[src/rtl/jscan_pkg.sv]
package jscan_pkg;

  typedef enum logic [1:0] {
    ST_IDLE  = 2'd0,
    ST_LEAD  = 2'd1,
    ST_SHIFT = 2'd2,
    ST_TAIL  = 2'd3
  } seqState_t;

  // strobes from the sequencer to the shift datapath
  typedef struct packed {
    logic load;     // command accepted: take payload and length
    logic drive;    // TCK falls now: present the next TDI bit
    logic useData;  // next bit comes from the payload
    logic fillBit;  // value of the next bit when not from the payload
    logic capture;  // TCK rises now inside the payload window
    logic finish;   // last falling edge: publish the received bits
  } dpStrobe_t;

endpackage

[src/rtl/jscan_ctrl.sv]
module jscan_ctrl
  import jscan_pkg::*;
#(
  parameter int MAX_LEN = 64,
  parameter int MAX_PAD = 16,
  parameter int DIV_W   = 8,
  localparam int LEN_W  = $clog2(MAX_LEN + 1),
  localparam int PAD_W  = $clog2(MAX_PAD + 1),
  localparam int CNT_W  = $clog2(MAX_LEN + 2 * MAX_PAD + 10)
) (
  input  logic             clk,
  input  logic             rstN,
  input  logic [DIV_W-1:0] divHalf,
  input  logic             cmdValid,
  input  logic [1:0]       cmdOp,
  input  logic [LEN_W-1:0] cmdLen,
  input  logic [PAD_W-1:0] cmdPre,
  input  logic [PAD_W-1:0] cmdPost,
  input  logic             cmdAdjust,
  output logic             cmdReady,
  output logic             tck,
  output logic             tms,
  output logic             busy,
  output logic             done,
  output dpStrobe_t        strobe
);

  localparam logic [CNT_W-1:0] ONE = CNT_W'(1);

  seqState_t        state, nState;
  logic             isResetQ, isIrQ;
  logic [CNT_W-1:0] winStartQ, winEndQ, totalQ, cnt, nCnt, leadLen, acceptStart;
  logic [DIV_W-1:0] divQ, phCnt;
  logic             tckQ, tmsQ, curInWin, doneQ;
  logic             nTms, nWin, lastStep, tickNow;
  logic [8:0]       leadPat, leadShifted;

  assign tickNow = (phCnt == divQ);

  // walk into Shift-IR / Shift-DR, or the forced reset walk
  always_comb begin
    if (isResetQ) begin
      leadLen = CNT_W'(9);
      leadPat = 9'b0_1111_1111;
    end else if (isIrQ) begin
      leadLen = CNT_W'(4);
      leadPat = 9'b0_0000_0011;
    end else begin
      leadLen = CNT_W'(3);
      leadPat = 9'b0_0000_0001;
    end
  end

  assign acceptStart = (cmdOp == 2'b01 || (cmdOp[1] && cmdAdjust)) ? CNT_W'(cmdPost) : '0;

  // the TCK cycle that follows the current one
  always_comb begin
    nState      = state;
    nCnt        = cnt + ONE;
    nTms        = 1'b0;
    nWin        = 1'b0;
    lastStep    = 1'b0;
    leadShifted = leadPat >> nCnt;
    case (state)
      ST_LEAD: begin
        if (nCnt < leadLen) begin
          nTms = leadShifted[0];
        end else if (isResetQ) begin
          lastStep = 1'b1;
        end else begin
          nState = ST_SHIFT;
          nCnt   = '0;
          nTms   = (totalQ == ONE);
          nWin   = (winStartQ == '0);
        end
      end
      ST_SHIFT: begin
        if (nCnt < totalQ) begin
          nTms = (nCnt + ONE == totalQ);
          nWin = (nCnt >= winStartQ) && (nCnt < winEndQ);
        end else begin
          nState = ST_TAIL;
          nCnt   = '0;
          nTms   = 1'b1;
        end
      end
      ST_TAIL: begin
        if (cnt != '0) lastStep = 1'b1;
      end
      default: ;
    endcase
  end

  always_ff @(posedge clk or negedge rstN) begin
    if (!rstN) begin
      state     <= ST_IDLE;
      isResetQ  <= 1'b0;
      isIrQ     <= 1'b0;
      winStartQ <= '0;
      winEndQ   <= '0;
      totalQ    <= '0;
      cnt       <= '0;
      divQ      <= '0;
      phCnt     <= '0;
      tckQ      <= 1'b0;
      tmsQ      <= 1'b0;
      curInWin  <= 1'b0;
      doneQ     <= 1'b0;
    end else begin
      doneQ <= 1'b0;
      if (state == ST_IDLE) begin
        if (cmdValid) begin
          state     <= ST_LEAD;
          isResetQ  <= (cmdOp == 2'b00);
          isIrQ     <= (cmdOp == 2'b01);
          winStartQ <= acceptStart;
          winEndQ   <= acceptStart + CNT_W'(cmdLen);
          totalQ    <= acceptStart + CNT_W'(cmdLen) + CNT_W'(cmdPre);
          cnt       <= '0;
          divQ      <= divHalf;
          phCnt     <= '0;
          tckQ      <= 1'b0;
          tmsQ      <= 1'b1;
          curInWin  <= 1'b0;
        end
      end else if (!tickNow) begin
        phCnt <= phCnt + DIV_W'(1);
      end else begin
        phCnt <= '0;
        if (!tckQ) begin
          tckQ <= 1'b1;
        end else begin
          tckQ <= 1'b0;
          if (lastStep) begin
            state    <= ST_IDLE;
            tmsQ     <= 1'b0;
            curInWin <= 1'b0;
            doneQ    <= 1'b1;
          end else begin
            state    <= nState;
            cnt      <= nCnt;
            tmsQ     <= nTms;
            curInWin <= nWin;
          end
        end
      end
    end
  end

  assign busy     = (state != ST_IDLE);
  assign cmdReady = (state == ST_IDLE);
  assign tck      = tckQ;
  assign tms      = tmsQ;
  assign done     = doneQ;

  always_comb begin
    strobe.load    = (state == ST_IDLE) && cmdValid;
    strobe.drive   = busy && tickNow && tckQ;
    strobe.useData = nWin && !lastStep;
    strobe.fillBit = isIrQ && (nState == ST_SHIFT) && !lastStep;
    strobe.capture = busy && tickNow && !tckQ && curInWin;
    strobe.finish  = busy && tickNow && tckQ && lastStep;
  end

endmodule

[src/rtl/jscan_dp.sv]
module jscan_dp
  import jscan_pkg::*;
#(
  parameter int MAX_LEN = 64,
  localparam int LEN_W  = $clog2(MAX_LEN + 1)
) (
  input  logic               clk,
  input  logic               rstN,
  input  dpStrobe_t          strobe,
  input  logic [MAX_LEN-1:0] cmdData,
  input  logic [LEN_W-1:0]   cmdLen,
  input  logic               tdo,
  output logic               tdi,
  output logic [MAX_LEN-1:0] rxData
);

  logic [MAX_LEN-1:0] txShift, rxShift;
  logic [LEN_W-1:0]   lenQ;

  always_ff @(posedge clk or negedge rstN) begin
    if (!rstN) begin
      txShift <= '0;
      rxShift <= '0;
      lenQ    <= '0;
      tdi     <= 1'b0;
      rxData  <= '0;
    end else begin
      if (strobe.load) begin
        txShift <= cmdData;
        rxShift <= '0;
        lenQ    <= cmdLen;
        tdi     <= 1'b0;
      end
      if (strobe.capture) rxShift <= {tdo, rxShift[MAX_LEN-1:1]};
      if (strobe.drive) begin
        if (strobe.useData) begin
          tdi     <= txShift[0];
          txShift <= txShift >> 1;
        end else begin
          tdi <= strobe.fillBit;
        end
      end
      if (strobe.finish) rxData <= rxShift >> (LEN_W'(MAX_LEN) - lenQ);
    end
  end

endmodule

[src/rtl/jtag_scan_engine.sv]
module jtag_scan_engine
  import jscan_pkg::*;
#(
  parameter int MAX_LEN = 64,
  parameter int MAX_PAD = 16,
  parameter int DIV_W   = 8,
  localparam int LEN_W  = $clog2(MAX_LEN + 1),
  localparam int PAD_W  = $clog2(MAX_PAD + 1)
) (
  input  logic               clk,
  input  logic               rstN,
  input  logic [DIV_W-1:0]   divHalf,
  input  logic               cmdValid,
  output logic               cmdReady,
  input  logic [1:0]         cmdOp,
  input  logic [LEN_W-1:0]   cmdLen,
  input  logic [MAX_LEN-1:0] cmdData,
  input  logic [PAD_W-1:0]   cmdPre,
  input  logic [PAD_W-1:0]   cmdPost,
  input  logic               cmdAdjust,
  output logic               tck,
  output logic               tms,
  output logic               tdi,
  input  logic               tdo,
  output logic               busy,
  output logic               done,
  output logic [MAX_LEN-1:0] rxData
);

  dpStrobe_t strobe;

  jscan_ctrl #(.MAX_LEN(MAX_LEN), .MAX_PAD(MAX_PAD), .DIV_W(DIV_W)) uCtrl (
    .clk(clk), .rstN(rstN), .divHalf(divHalf), .cmdValid(cmdValid), .cmdOp(cmdOp),
    .cmdLen(cmdLen), .cmdPre(cmdPre), .cmdPost(cmdPost), .cmdAdjust(cmdAdjust),
    .cmdReady(cmdReady), .tck(tck), .tms(tms), .busy(busy), .done(done), .strobe(strobe)
  );

  jscan_dp #(.MAX_LEN(MAX_LEN)) uDp (
    .clk(clk), .rstN(rstN), .strobe(strobe), .cmdData(cmdData), .cmdLen(cmdLen),
    .tdo(tdo), .tdi(tdi), .rxData(rxData)
  );

endmodule

[config.mk]
export PLATFORM = sky130hd
export DESIGN_NAME = jtag_scan_engine
export DESIGN_NICKNAME = d
export VERILOG_FILES = /design/src/rtl/jscan_pkg.sv /design/src/rtl/jscan_ctrl.sv /design/src/rtl/jscan_dp.sv /design/src/rtl/jtag_scan_engine.sv
export SDC_FILE = /design/constraint.sdc
export NUM_CORES = 1
export LEC_CHECK = 0
export BUFFER_PORTS_ARGS = -buffer_cell sky130_fd_sc_hd__buf_2
export CORE_MARGIN = 8
export CORE_UTILIZATION = 56
export CTS_BUF_LIST = sky130_fd_sc_hd__clkbuf_4
export CTS_CLUSTER_DIAMETER = 80
export DETAILED_ROUTE_END_ITERATION = 12
export PLACE_DENSITY = 0.79
export SETUP_SLACK_MARGIN = 0.5
export SKIP_CTS_REPAIR_TIMING = 1
export SLEW_MARGIN = 20
export SYNTH_ARGS = -nofsm -noshare
export SYNTH_HDL_FRONTEND = slang
export SYNTH_HIERARCHICAL = 1
export SYNTH_SLANG_ARGS = --single-unit
export TNS_END_PERCENT = 10
[constraint.sdc]
create_clock -name clk -period 4.25 [get_ports clk]
set_clock_uncertainty 0.1 [all_clocks]
set_input_delay 0.2125 -clock clk [delete_from_list [all_inputs] [get_ports clk]]
set_output_delay 0.2125 -clock clk [all_outputs]
set_load 0.01 [all_outputs]
**Word-level counts from Yosys, hierarchy flattened**

Cells that the tools add are included.

- Output and inout bits: 70
- Register bits after elaboration: 252
- Bits of input ports: 96

- Eq/ne operators: 10
- Shift operators: 2
- Magnitude comparators: 4
- $add $sub $neg: 6
- Reductions and logical operators: 27
- Mux-type cells: 63

Operators with widths:

| kind | number |
|---|---|
| $mux 64 | 5 |
| $shr 64x7->64 | 1 |
| $mux 7 | 8 |
| $mux 1 | 29 |
| $mux 8 | 3 |
| $mux 2 | 9 |
| $add 7x1->7 const B | 2 |
| $lt 7x7->1 | 2 |
| $pmux 7 s2 | 1 |
| $logic_and 1x1->1 | 11 |
| $reduce_bool 2->1 | 5 |
| $mux 9 | 1 |
| $shr 9x7->1 | 1 |
| $add 8x1->8 const B | 1 |
| $eq 8x8->1 | 1 |
| $add 7x5->7 | 1 |
| $add 7x7->7 | 1 |
| $eq 7x1->1 const B | 1 |
| $eq 7x7->1 | 1 |
| $ge 7x7->1 | 1 |
| $logic_not 7->1 | 1 |
| $lt 7x4->1 | 1 |
| $reduce_bool 7->1 | 1 |
| $sub 7x7->7 const A | 1 |
| 14 further kinds | 23 |

**Depth between registers and ports, before layout**

- Depth after elaboration: 10
- Mapped depth: 17

**Modules after synthesis**

Netlist, hierarchy kept.

By module, submodules not included:

| module | cells an instance | times used | area an instance (µm²) |
|---|---|---|---|
| jscan_dp | 1260 | 1 | 12524.5 |
| jscan_ctrl | 412 | 1 | 3797.4 |

**Least setup slack after synthesis**

OpenSTA, ideal clock, no wires.

- Path kind: register to register
- Start point: reg uDp.lenQ[0]
- End point: reg uDp.rxData[10]
- Path slack: 320 ps
- Library setup time: 126 ps
- Buffers on the path: 6
- Arrival time: 3704 ps
- Clock period less this slack: 3930 ps
- Data required time: 4024 ps
- Stages on the path, launching flop included: 14
- Cell sequence: dfrtp_1 -> buf_2 -> buf_2 -> inv_2 -> buf_1 -> clkbuf_1 -> ha_1 -> buf_6 -> xor2_4 -> buf_4 -> mux2_1 -> mux4_2 -> mux2_2 -> a221o_1

- Word-level cells in the longest chain between the ends: 2

Ends and longest elaborated chain:

| what | line | RTL |
|---|---|---|
| start, declared | jscan_dp.sv:18 | `logic [LEN_W-1:0] lenQ;` |
| start signal, assigned | jscan_dp.sv:31 | `lenQ <= cmdLen;` |
| $sub 7x7->7 | jscan_dp.sv:43 | `if (strobe.finish) rxData <= rxShift >> (LEN_W'(MAX_LEN) - lenQ);` |
| $shr 64x7->64 | jscan_dp.sv:43 |  |
| end signal, assigned | jscan_dp.sv:43 |  |
| end, declared | jscan_dp.sv:14 | `output logic [MAX_LEN-1:0] rxData` |

Every way passes these cells.
A chain may end at the register's enable or synchronous reset.

==> out/results.ini <==
[logic_synthesis]
netlist_area_sq_mm = 0.0163
synth_top_area_share_pct = 38.3
synth-edff-count = 0
synth_top_flop_cell = dfrtp_1
synth.distinct_cells = 86
synth-seq-cells = 250
yosys_warnings = 6
yosys-top-cells-area = dfrtp_1 (38%), mux2i_1 (10%), nand2_1 (5.2%)
async_flop_share_pct = 100
yosysTopAreaCell = dfrtp_1
seq_area_frac_synth_pct = 38.3
syn_nets = 1811
avgSynthCellArea_sq_um = 9.76
synth_cells = 1672

[clocking]
clock_latency_ps = 700
htreeDepth = 3
cts_made_buffers = 71
clock_path_buffers = 3
cts.sinks = 250
cts-root-buf = clkbuf_4
cts_tree = done
clk_pin_slew_ps = 100

[route]
drt_pass1_iterations = 6
totalWireLength_um = 51500
vias = 14800
ant_nets = 0
routedWlPerCell_um = 21.8
drc = 0
drtIter0Drc = 1420
via_per_inst = 6.27

[critical_path]
cpMostUsedCell = o21ai_0
worstPathMaxFanout = 63
cp-start-kind = register
timing.rr.end = uDp/txShift[54]
cp_data_required_time_ps = 4750
critPathArrivalTime_ps = 4240
crit_path_end_kind = register
reg2regPathDepth = 15
slowest_delay_ps = 470
slowest_stage = dfrtp_2
path_class = register to register
r2r-start = uCtrl/cnt[0]
rrSetupSlack_ps = 510
crit_chain = buf_4, and2_1, nand3_1, xor2_1, inv_1, ha_1, o21ai_0, a32oi_1, a2111oi_0, a31oi_1, nor2_1, and2_4, clkbuf_16, nand2_1, o21ai_0

[finish]
syn_to_final_growth_pct = 19.0
nets = 2068
seq_area_sq_mm = 0.00626
multiInputGateArea_sq_mm = 0.00931
drive_gt1_share_pct = 23.5
fill_cells = 2122

[timing]
max_freq_mhz = 267
setup_viol = 0
rsz0062_at_grt = true
min_period_ps = 3740
finalSetupTns_ps = 0
maxSlewHeadroom_pct = 27.7
period_share_pct = 88.0
maxSlewViolCount = 0
whs_ps = 32.0
hold_viol_final = 0
tightest_slew_ps = 1080

[pwr]
switching_share_pct = 44.2
leakagePower_nw = 8.28
combPwrFrac_pct = 50.4
peakVddDrop_mv = 0.402
power_density_mw_per_mm2 = 597
p_total_w = 0.0116
p_switching_w = 0.00512
share_seq_of_total_power_pct = 30.0
p_int_w = 0.00647
clock_power_share_pct = 19.6

[run_status]
outcome = complete, no violations

[grt]
grt_overflow = 0
grt_pass1_wl_um = 74900
grt_usage_pct = 25.7
antenna_found_initial = 2
grt_pass1_vias = 13988
grt_max_degree = 128

[floorplanning]
die_area_sq_mm = 0.0349
die_h_um = 187
core.rowCount = 62
core_area_sq_mm = 0.0287
io_pins = 166
initial_core_util_pct = 56.9
die_width_um = 187

[run]
drv_cap = 0

[placed_design]
dpl.hpwl_um = 32400
gp_congestion = 0.966
portBuffers = 165

[min_path]
hold_path_class = primary input to async pin

power groups by stage:
stage | logic (W) | registers, W | clock network, W
6_report | 0.00584 | 0.00348 | 0.00227
5_1_grt | 0.00621 | 0.00352 | 0.00244
4_1_cts | 0.00553 | 0.00340 | 0.00228
3_5_place_dp | 0.00551 | 0.00343 | 0
3_3_place_gp | 0.00541 | 0.00341 | 0
2_1_floorplan | 0.00443 | 0.00323 | 0
state kept, by name, indices dropped and copies added, names as in the netlist:
signal	count
uDp/rxShift	64
uCtrl/totalQ	7
uCtrl/isResetQ	1
uCtrl/phCnt	8
uDp/lenQ	7
uCtrl/tck	1
uCtrl/state	2
uCtrl/isIrQ	1
uCtrl/cnt	7
uCtrl/winEndQ	7
uCtrl/curInWin	1
uDp/tdi	1
uCtrl/done	1
uCtrl/winStartQ	5
uDp/rxData	64
uCtrl/tms	1
uCtrl/divQ	8
uDp/txShift	64
per-layer routing:
metal / GRT usage, % / up-vias / share of wire [%]
met1: 35.3 / 7161 / 41
met4: 9.68 / 2 / 4.1
met3: 6.13 / 178 / 8.7
met5: 0 / - / 0.025
li1: - / 6626 / -
met2: 39.1 / 833 / 46
layout make-up:
class / count / area share [%]
Tap cell: 384 / 2.47
Sequential cell: 250 / 32.2
Multi-Input combinational cell: 1240 / 48.0
Clock buffer: 97 / 3.75
Inverter: 60 / 1.20
Antenna cell: 1 / 0.0129
Timing Repair Buffer: 306 / 11.6
Clock inverter: 24 / 0.754
Yosys cell counts (all sizes together) (18+ instances only):
master	n
mux4	37
nand2b	68
dfrtp	250
nor2	65
mux2i	167
o221ai	18
o21ai	175
clkbuf	69
inv	60
mux2	76
o2bb2ai	26
ha	41
nand3	51
buf	53
a21oi	27
xnor2	26
nand2	227
cells in the final DEF (no fill, tap or decap), drive strengths merged, types with 41 or more instances in the layout:
| master | instances |
|---|---|
| nand3 | 51 |
| nor2 | 65 |
| ha | 41 |
| nand2 | 227 |
| mux2i | 167 |
| buf | 209 |
| nand2b | 68 |
| o21ai | 175 |
| clkbuf | 99 |
| dlygate4sd3 | 95 |
| dfrtp | 250 |
| inv | 63 |
| mux2 | 76 |
critical path: cells and delay by family (launching register included):
kind                     cells  cell delay (ps)
buffers and inverters        3              660
adder cells (fa/ha/maj)      1              290
XOR/XNOR                     1              350
flip-flops                   1              470
AND/OR/NAND/NOR              5              790
AO/OA/AOI/OAI                5              960
cells by family (layout without fill, tap and decap cells):
family,count (synthesis),count (layout),share of synthesized area (%)
flip-flops,250,250,38.3
adder cells (fa/ha/maj),43,43,3.39
buffers and inverters,182,487,5.20
XOR/XNOR,40,40,2.41
multiplexers,280,280,20.7
AO/OA/AOI/OAI,391,391,16.0
other,0,1,0
AND/OR/NAND/NOR,486,486,14.0
stage by stage:
| stage | instances | area (sq um) | utilization, % | setup slack (ps) |
|---|---|---|---|---|
| finish | 2362 | 19400 | 67.7 | 510 |
| global route | 2362 | 19400 | 67.7 | 373 |
| CTS | 2261 | 18300 | 63.8 | 22.3 |
| detailed placement | 2140 | 17400 | 60.8 | 5.98 |
| global placement | 2140 | 17400 | 60.8 | 186 |
| floorplan | 1672 | 16300 | - | 522 |
how the worst max path moves through the flow:
stage	from	end	slack, ps	depth (start not counted)
5_1_grt	uCtrl/cnt[0]	uDp/txShift[54]	370	15
3_5_place_dp	uCtrl/cnt[1]	uDp/rxData[25]	6	14
3_3_place_gp	uCtrl/cnt[1]	uDp/rxData[25]	190	14
4_1_cts	uCtrl/cnt[1]	uDp/rxData[25]	20	14
2_1_floorplan	uCtrl/cnt[0]	uDp/txShift[24]	520	16
6_report	uCtrl/cnt[0]	uDp/txShift[54]	510	15
Note: power is estimated with default switching activity, not from simulation.
